`config.mk`:
```
export PLATFORM = sky130hd
export DESIGN_NAME = gpe_bank
export DESIGN_NICKNAME = d
export VERILOG_FILES = /design/src/rtl/gpe_pkg.sv /design/src/rtl/gpe_addr_decode.sv /design/src/rtl/gpe_status_bank.sv /design/src/rtl/gpe_enable_bank.sv /design/src/rtl/gpe_read_mux.sv /design/src/rtl/gpe_bank.sv
export SDC_FILE = /design/constraint.sdc
export NUM_CORES = 1
export LEC_CHECK = 0
export ABC_CLOCK_PERIOD_IN_PS = 5800
export BUFFER_PORTS_ARGS = -buffer_cell sky130_fd_sc_hd__buf_2
export CORE_MARGIN = 8
export CORE_UTILIZATION = 56
export CTS_BUF_LIST = sky130_fd_sc_hd__clkbuf_4 sky130_fd_sc_hd__clkbuf_8
export DETAILED_ROUTE_END_ITERATION = 10
export GPL_ROUTABILITY_DRIVEN = 0
export PLACE_DENSITY = 0.85
export SYNTH_ARGS = -nofsm -noshare
export SYNTH_HDL_FRONTEND = slang
export SYNTH_SLANG_ARGS = --single-unit
```
`constraint.sdc`:
```
create_clock -name clk_i -period 5.8 [get_ports clk_i]
set_input_delay 0.87 -clock clk_i [delete_from_list [all_inputs] [get_ports clk_i]]
set_output_delay 0.87 -clock clk_i [all_outputs]
set_load 0.01 [all_outputs]
```
`src/rtl/gpe_pkg.sv`:
```
package gpe_pkg;

  typedef enum logic [1:0] {
    SEL_NONE = 2'd0,
    SEL_STS  = 2'd1,
    SEL_EN   = 2'd2,
    SEL_BAD  = 2'd3
  } gpe_sel_e;

  // Set has priority over clear so that an event is never lost.
  function automatic logic [7:0] status_next(input logic [7:0] cur,
                                             input logic [7:0] clr,
                                             input logic [7:0] set);
    return (cur & ~clr) | set;
  endfunction

endpackage

```
`src/rtl/gpe_addr_decode.sv`:
```
module gpe_addr_decode #(
  parameter int ADDR_W = 16,
  parameter int LEN    = 4
) (
  input  logic [ADDR_W-1:0]     addr_i,
  input  logic [ADDR_W-1:0]     base_i,
  input  logic                  wr_i,
  input  logic                  rd_i,
  output logic [ADDR_W-1:0]     off_o,
  output gpe_pkg::gpe_sel_e     sel_o,
  output logic [ADDR_W-1:0]     idx_o,
  output logic                  sts_wr_o,
  output logic                  en_wr_o,
  output logic                  bad_o
);
  import gpe_pkg::*;

  localparam int HALF = LEN / 2;
  localparam logic [ADDR_W-1:0] HALF_A = ADDR_W'(HALF);
  localparam logic [ADDR_W-1:0] LEN_A  = ADDR_W'(LEN);

  function automatic logic [ADDR_W-1:0] rel_offset(input logic [ADDR_W-1:0] a,
                                                   input logic [ADDR_W-1:0] b);
    return a - b;
  endfunction

  function automatic gpe_sel_e classify(input logic [ADDR_W-1:0] o);
    if (o < HALF_A)     return SEL_STS;
    else if (o < LEN_A) return SEL_EN;
    else                return SEL_BAD;
  endfunction

  function automatic logic [ADDR_W-1:0] lane(input logic [ADDR_W-1:0] o);
    return (o < HALF_A) ? o : (o - HALF_A);
  endfunction

  logic access;
  assign access = wr_i | rd_i;

  always_comb begin
    off_o = rel_offset(addr_i, base_i);
    sel_o = access ? classify(off_o) : SEL_NONE;
    idx_o = lane(off_o);
  end

  assign sts_wr_o = wr_i && (sel_o == SEL_STS);
  assign en_wr_o  = wr_i && (sel_o == SEL_EN);
  assign bad_o    = sel_o == SEL_BAD;

endmodule

```
`src/rtl/gpe_status_bank.sv`:
```
module gpe_status_bank #(
  parameter int NBYTES = 2,
  parameter int HP_BIT = 1,
  parameter int IDX_W  = 16
) (
  input  logic                  clk_i,
  input  logic                  rst_ni,
  input  logic                  wr_i,
  input  logic [IDX_W-1:0]      idx_i,
  input  logic [7:0]            wdata_i,
  input  logic [NBYTES*8-1:0]   evt_i,
  input  logic                  hp_set_i,
  output logic [NBYTES*8-1:0]   q_o
);
  localparam logic [7:0] HP_MASK = 8'(1) << HP_BIT;

  for (genvar g = 0; g < NBYTES; g++) begin : g_byte
    logic [7:0] q, clr_m, set_m;

    assign clr_m = (wr_i && idx_i == IDX_W'(g)) ? wdata_i : 8'h00;

    if (g == 0) begin : g_hp
      assign set_m = evt_i[7:0] | (hp_set_i ? HP_MASK : 8'h00);
    end else begin : g_plain
      assign set_m = evt_i[g*8 +: 8];
    end

    always_ff @(posedge clk_i or negedge rst_ni) begin
      if (!rst_ni) q <= 8'h00;
      else         q <= gpe_pkg::status_next(q, clr_m, set_m);
    end

    assign q_o[g*8 +: 8] = q;
  end

endmodule

```
`src/rtl/gpe_enable_bank.sv`:
```
module gpe_enable_bank #(
  parameter int NBYTES = 2,
  parameter int IDX_W  = 16
) (
  input  logic                  clk_i,
  input  logic                  rst_ni,
  input  logic                  wr_i,
  input  logic [IDX_W-1:0]      idx_i,
  input  logic [7:0]            wdata_i,
  output logic [NBYTES*8-1:0]   q_o
);
  for (genvar g = 0; g < NBYTES; g++) begin : g_byte
    logic [7:0] q;
    always_ff @(posedge clk_i or negedge rst_ni) begin
      if (!rst_ni)                          q <= 8'h00;
      else if (wr_i && idx_i == IDX_W'(g))  q <= wdata_i;
    end
    assign q_o[g*8 +: 8] = q;
  end
endmodule

```
`src/rtl/gpe_read_mux.sv`:
```
module gpe_read_mux #(
  parameter int NBYTES = 2,
  parameter int IDX_W  = 16
) (
  input  logic                  rd_i,
  input  gpe_pkg::gpe_sel_e     sel_i,
  input  logic [IDX_W-1:0]      idx_i,
  input  logic [NBYTES*8-1:0]   sts_i,
  input  logic [NBYTES*8-1:0]   en_i,
  output logic [7:0]            rdata_o
);
  import gpe_pkg::*;

  always_comb begin
    rdata_o = 8'h00;
    for (int g = 0; g < NBYTES; g++) begin
      if (rd_i && idx_i == IDX_W'(g)) begin
        if (sel_i == SEL_STS) rdata_o = sts_i[g*8 +: 8];
        if (sel_i == SEL_EN)  rdata_o = en_i[g*8 +: 8];
      end
    end
  end
endmodule

```
`src/rtl/gpe_bank.sv`:
```
module gpe_bank #(
  parameter int ADDR_W = 16,
  parameter int LEN    = 4,
  parameter int HP_BIT = 1
) (
  input  logic                  clk_i,
  input  logic                  rst_ni,
  input  logic [ADDR_W-1:0]     base_i,
  input  logic [ADDR_W-1:0]     addr_i,
  input  logic                  wr_i,
  input  logic                  rd_i,
  input  logic [7:0]            wdata_i,
  output logic [7:0]            rdata_o,
  input  logic [LEN/2*8-1:0]    evt_set_i,
  input  logic                  hp_insert_i,
  input  logic                  hp_remove_i,
  output logic                  pending_o,
  output logic                  err_o
);
  localparam int HALF = LEN / 2;
  localparam int NBITS = HALF * 8;

  if (LEN < 2 || (LEN % 2) != 0) begin : g_bad_len
    $error("gpe_bank: LEN must be even and at least 2");
  end
  if (HP_BIT < 0 || HP_BIT > 7) begin : g_bad_hp
    $error("gpe_bank: HP_BIT must lie in byte 0");
  end

  // Named internal events, observed by the bound checker.
  logic [ADDR_W-1:0]  off_w;
  gpe_pkg::gpe_sel_e  sel_w;
  logic [ADDR_W-1:0]  idx_w;
  logic               sts_wr_w;
  logic               en_wr_w;
  logic               bad_w;
  logic               hp_set_w;
  logic [NBITS-1:0]   sts_flat;
  logic [NBITS-1:0]   en_flat;

  assign hp_set_w = hp_insert_i | hp_remove_i;

  gpe_addr_decode #(.ADDR_W(ADDR_W), .LEN(LEN)) u_dec (
    .addr_i   (addr_i),
    .base_i   (base_i),
    .wr_i     (wr_i),
    .rd_i     (rd_i),
    .off_o    (off_w),
    .sel_o    (sel_w),
    .idx_o    (idx_w),
    .sts_wr_o (sts_wr_w),
    .en_wr_o  (en_wr_w),
    .bad_o    (bad_w)
  );

  gpe_status_bank #(.NBYTES(HALF), .HP_BIT(HP_BIT), .IDX_W(ADDR_W)) u_sts (
    .clk_i    (clk_i),
    .rst_ni   (rst_ni),
    .wr_i     (sts_wr_w),
    .idx_i    (idx_w),
    .wdata_i  (wdata_i),
    .evt_i    (evt_set_i),
    .hp_set_i (hp_set_w),
    .q_o      (sts_flat)
  );

  gpe_enable_bank #(.NBYTES(HALF), .IDX_W(ADDR_W)) u_en (
    .clk_i   (clk_i),
    .rst_ni  (rst_ni),
    .wr_i    (en_wr_w),
    .idx_i   (idx_w),
    .wdata_i (wdata_i),
    .q_o     (en_flat)
  );

  gpe_read_mux #(.NBYTES(HALF), .IDX_W(ADDR_W)) u_rmux (
    .rd_i    (rd_i),
    .sel_i   (sel_w),
    .idx_i   (idx_w),
    .sts_i   (sts_flat),
    .en_i    (en_flat),
    .rdata_o (rdata_o)
  );

  always_ff @(posedge clk_i or negedge rst_ni) begin
    if (!rst_ni) err_o <= 1'b0;
    else         err_o <= bad_w;
  end

  assign pending_o = sts_flat[HP_BIT] & en_flat[HP_BIT];

endmodule

```
==> out/results.ini, run 1 <==
[outcome]
status=finished, final reports clean

[global_routing]
grt_pass1_vias=2915
grt_first_pass_wirelength_um=13020
grt.total_usage=0.1868
grt_max_degree=34
antenna_found_initial=0
grt_overflow_total=0

[power_and_ir_drop]
combPwrFrac=0.320
seqPwrFrac=0.320
power_frac_clock=0.360
power.share.switching=0.3110
switchingPower_uw=223.9
internal-power_uw=496.1
p_per_area_mw_per_mm2=200.9
ir_drop_v=0.0002187
power_leakage_nw=1.715

[synth]
synth_xor_area_frac=0.02869
synth.area.top_cells=dfrtp_1 27%, ha_1 6.6%, mux2_2 6.3%
synth_fa_ha_area_frac=0.07213
syn_nets=422
synth_top_family_by_area=compound AO/OA/AOI/OAI gates
syn_inst=343
synth-edff-count=0
synth_seq_cells=33
ys_warn_count=0
syn_area_per_cell_um2=8.901
synth_mux_area_frac=0.1053
yosysUniqueCellTypes=65
synth_common_cells=36 x nand2_1, 33 x dfrtp_1, 23 x inv_1
seq_area_frac_synth=0.2705
netlist_area_mm2=0.003053
yosysTopAreaCell=dfrtp_1
async_reset_ff_frac=1.000
synth-compound-area-share=0.2594
synth_top_area_frac=0.2705
synthFlopType=dfrtp_1
synth_simple_gate_area_share=0.2123
synth.most_common_cell=nand2_1

[routing]
vias=2907
routedLengthMet1_um=3337
initialDrtViolationCount=158
ant_nets=0
drcViolationCount=0
firstDrtPassIters=4
wl_per_cell_um=16.14
highest-signal-layer=met4
routed_wl_um=7780
wl_met2_um=3911
dr_wl_met3_um=454
vias_per_cell=6.031

[clocking]
post_cts_resized=0
cts_buffers=5
cts_tree=built
ctsLongestPathBuffers=2
cts.sinks=33
htreeDepth=2
post-cts-setup-buffers=0
cts-root-buf=clkbuf_8
hold_buffers=0
insertion_delay_ns=0.28
clkTransAtPathRegs_ns=0.06

[timing]
min_period_ns=5.453
worstMarginPinSlew_ns=0.9502
slew_violations=0
rsz0062_at_grt=false
timing.final.crit_share=0.9402
setup_viol=0
slew_headroom=0.3665
hold_violations=0
fmax_mhz=183.4
setup_ws_ns=0.3468
finClkSkew_ns=0
fin_tns_setup_ns=0

[placed_design]
placed_area_mm2=0.003450
portBuffers=71
pre_cts_slack_ns=0.3665
hpwl_um=6041

[floorplanning]
fp.dieW_um=89.84
initial_core_util=0.5684
die_area_mm2=0.008070
io_pins=72
core_area_mm2=0.005371
die_h_um=89.84
fp-row-count=27

[final_layout]
area_growth_pct=17.38
multi_input_area_mm2=0.002069
drive_gt1_frac=0.2805
diodes=0
fill_cells=422
fin_nets=488
register_area_um2=825.8
final_cell_area_mm2=0.003583

[worst_setup_path]
cp.required_ns=4.93
timing.rr.start=u_sts.g_byte[0].q[1]
ff2ff_setup_slack_ns=4.90
worst_r2r_endpoint=u_sts.g_byte[0].q[1]
crit_path_end_kind=primary output
worstRegToRegCells=1
crit_fanout=8
critPathLaunchType=primary input
arrival_ns=4.58
critPathKind=primary input to primary output

[run]
drv_cap=0

[min_path]
hp-start=u_sts.g_byte[1].q[3]
whs_path_depth=1
hold_class=flop to flop
min_to=u_sts.g_byte[1].q[3]

==> flip-flops by register name, indices dropped and copies added (netlist names) <==
name            count
u_en.g_byte.q      16
u_sts.g_byte.q     16
err_o               1
==> kinds of logic after synthesis <==
logic type               after synthesis
AND/OR/NAND/NOR                      114
AO/OA/AOI/OAI                        101
buffers and inverters                 38
flip-flops                            33
multiplexers                          30
adder cells (fa/ha/maj)               17
XOR/XNOR                              10
==> worst max-delay path by stage <==
stage | to | cells after the start | startpoint | slack (ns)
after floorplan | rdata_o[0] | 15 | addr_i[0] | 0.83
after global placement | rdata_o[5] | 16 | addr_i[0] | 0.58
after detailed placement | rdata_o[0] | 16 | addr_i[0] | 0.37
after CTS | rdata_o[0] | 16 | addr_i[0] | 0.36
after global routing | rdata_o[0] | 16 | addr_i[0] | 0.09
final | rdata_o[0] | 16 | addr_i[0] | 0.35
==> metal layers <==
metal / track usage / vias to the layer above
li1: - / 1416
met1: 0.2209 / 1394
met2: 0.3294 / 84
met3: 0.04239 / 13
met4: 0.04937 / 0
met5: 0 / -
==> per-stage QoR <==
| stage | hold WS [ns] | instances | utilization | total power [mW] |
|---|---|---|---|---|
| 6_report | 0.4771 | 482 | 0.6671 | 0.7200 |
| 5_1_grt | 0.4934 | 482 | 0.6671 | 0.7541 |
| 3_3_place_gp | 0.4571 | 474 | 0.6422 | 0.4545 |
| 4_1_cts | 0.4801 | 482 | 0.6671 | 0.7199 |
| 2_1_floorplan | 0.4484 | 343 | - | 0.4005 |
| 3_5_place_dp | 0.4663 | 474 | 0.6422 | 0.4618 |
==> worst max-delay path, cell delays in order <==
cell and delay (ns):
buf_2 0.09, inv_1 0.04, ha_1 0.16, inv_1 0.06, fa_1 0.41, a21o_1 0.21, and4_1 0.30, nor3_1 0.26
o22ai_1 0.18, or3_1 0.46, a2111oi_1 0.34, buf_4 0.20, nand2b_1 0.25, o2111a_1 0.42, and2_1 0.20, buf_2 0.14
==> layout by cell type (no fill, tap or decap), types with 5 or more instances in the layout <==
master    count
mux2i_1      13
ha_1         16
a21o_1       22
o22ai_1       7
buf_2        71
xor2_1        5
or3_1         5
nand3_1       7
dfrtp_1      33
o21a_1       12
clkbuf_8      5
xnor2_1       5
nand2_1      36
nand2b_1      5
o21ai_0       6
mux2_2       17
a21oi_1      10
nor2_1       17
and2_1       10
nor3_1        7
inv_1        23
==> power groups by stage <==
stage	Clock (mW)	Sequential, mW	Combinational [mW]
6_report	0.259	0.230	0.230
5_1_grt	0.271	0.230	0.253
4_1_cts	0.261	0.230	0.228
3_5_place_dp	0	0.235	0.227
3_3_place_gp	0	0.235	0.220
2_1_floorplan	0	0.235	0.165
==> area by class of cell <==
type | instances | share of cell area
multi-input cells | 272 | 0.5775
clock buffers | 5 | 0.01920
inverters | 23 | 0.02409
clock inverters | 3 | 0.01816
well taps | 72 | 0.02514
flip-flops and latches | 33 | 0.2304
repair buffers | 74 | 0.1054
(Power assumes the default switching activity.)
==> run 2, diff against run 1 <==
CORE_UTILIZATION = 28   (was 56)
PLACE_DENSITY = 0.49   (was 0.85)
==> run 2 against run 1 <==
Compared with the run above:
- hold slack worse by 0.0011 ns
- register-to-register slack better by 0.04 ns
- via count fell by 4.6%
- die area up 80%
- total power fell by 11%
- largest power group is now combinational cells
- highest routed layer unchanged
==> out/results.ini, run 2 (synthesis gave the netlist of run 1 again) <==
[outcome]
status=finished, final reports clean

[timing]
min_period_ns=5.365
timing.final.crit_share=0.9251
setup_ws_ns=0.4346
setup_viol=0
worstMarginPinSlew_ns=0.9867
hold_violations=0
slew_violations=0
fin_tns_setup_ns=0
fmax_mhz=186.4
finClkSkew_ns=0
rsz0062_at_grt=false
slew_headroom=0.3422

[worst_setup_path]
timing.rr.start=u_sts.g_byte[0].q[1]
crit_path_start=addr_i[0]
critPathLaunchType=primary input
crit_path_end_kind=primary output
arrival_ns=4.50
crit_fanout=8
critPathKind=primary input to primary output
cp.required_ns=4.93

[clocking]
htreeDepth=2
cts_tree=built
insertion_delay_ns=0.28
cts-root-buf=clkbuf_8
clkTransAtPathRegs_ns=0.06
cts_buffers=5
cts.sinks=33
ctsLongestPathBuffers=2
post-cts-setup-buffers=0

[routing]
wl_per_cell_um=14.71
drcViolationCount=0
vias_per_cell=5.044
vias=2774
firstDrtPassIters=4
ant_nets=0
routed_wl_um=8091
initialDrtViolationCount=98

[global_routing]
antenna_found_initial=0
grt_first_pass_wirelength_um=13420
grt_max_degree=34
grt_overflow_total=0
grt_pass1_vias=2802
grt.total_usage=0.1102

[final_layout]
fin_nets=489
post-route-util=0.3385
area_growth_pct=19.14
final_common_cell=buf_2
stdcell_count=550
drive_gt1_frac=0.2829
diodes=0
reg_top3=u_en.g_byte.q x16, u_sts.g_byte.q x16, err_o x1
final_cell_mix=71 x buf_2, 36 x nand2_1, 33 x dfrtp_1

[floorplanning]
die_area_mm2=0.01450
initial_core_util=0.2841
core_area_mm2=0.01075
die_h_um=120.4
io_pins=72
fp-row-count=38
fp.dieW_um=120.4

[power_and_ir_drop]
power_leakage_nw=1.699
combPwrFrac=0.364
switchingPower_uw=215.5
p_per_area_mw_per_mm2=176.2
power_frac_clock=0.276
power.share.switching=0.3362
internal-power_uw=425.4
seqPwrFrac=0.360
ir_drop_v=0.00009703

[run]
drv_cap=0

[min_path]
hold_class=flop to flop
hp-start=u_sts.g_byte[1].q[3]

[placed_design]
portBuffers=71
hpwl_um=6343
pre_cts_slack_ns=0.2203
dp_cells=543

run 2: cell types whose count changed in the layout (fill, tap and decap cells not counted), sizes merged:
cell | previous run | this run
buf | 74 | 75
bufinv | 2 | 0
clkbuf | 5 | 7
clkinv | 1 | 0
run 2: critical path: stages:
cell and delay (ns):
buf_2 0.10, inv_1 0.06, ha_1 0.15, inv_1 0.05
fa_1 0.40, a21o_1 0.21, a2111oi_0 0.43, a31o_2 0.18
o22ai_1 0.11, or3_1 0.46, a2111oi_2 0.38, nand2b_1 0.31
o2111a_1 0.46, and2_1 0.18, buf_2 0.13
run 2: final cells by class:
class | count | area, µm²
inverter | 23 | 86.33
sequential | 33 | 825.8
fill | 1178 | 7108
clock buffer | 7 | 90.09
multi-input combinational | 272 | 2074
tap | 140 | 175.2
timing repair buffer | 75 | 385.4
run 2: path summary, 6_finish.rpt:
| path | to | slack [ns] | cells past startpoint |
|---|---|---|---|
| max reg2reg | u_sts.g_byte[0].q[1] | 4.94 | 1 |
| min in group asynchronous | u_sts.g_byte[0].q[6] | 0.65 | 1 |
| max in group asynchronous | u_en.g_byte[0].q[5] | 4.68 | 1 |
| max | rdata_o[5] | 0.43 | 15 |
| min reg2reg | u_sts.g_byte[1].q[3] | 0.48 | 1 |
| min | u_sts.g_byte[1].q[3] | 0.48 | 1 |
run 2: per-layer routing:
metal / global-route usage / vias up / share of wire
li1: - / 1409 / -
met1: 0.1459 / 1293 / 0.48
met2: 0.1810 / 66 / 0.46
met3: 0.02145 / 6 / 0.046
met4: 0.02498 / 0 / 0.0088
met5: 0 / - / 0
run 2: timing repair:
item,in CTS,in global routing
hold buffers,0,0
setup endpoints to repair,0,8
resized for setup,0,1
run 2: per-stage QoR:
step           cell area (µm²)  hold slack, ns  power (mW)
2_1_floorplan             3053          0.4484      0.4005
3_3_place_gp              3542          0.4593      0.4667
3_5_place_dp              3542          0.4646      0.4671
4_1_cts                   3632          0.4800      0.6482
5_1_grt                   3637          0.4896      0.6845
6_report                  3637          0.4760      0.6409
run 2: power by group through the flow:
stage / clock, mW / combinational [mW] / sequential (mW)
floorplan: 0 / 0.165 / 0.235
global placement: 0 / 0.232 / 0.235
global route: 0.194 / 0.260 / 0.231
CTS: 0.184 / 0.233 / 0.231
detailed placement: 0 / 0.232 / 0.235
finish: 0.177 / 0.233 / 0.231
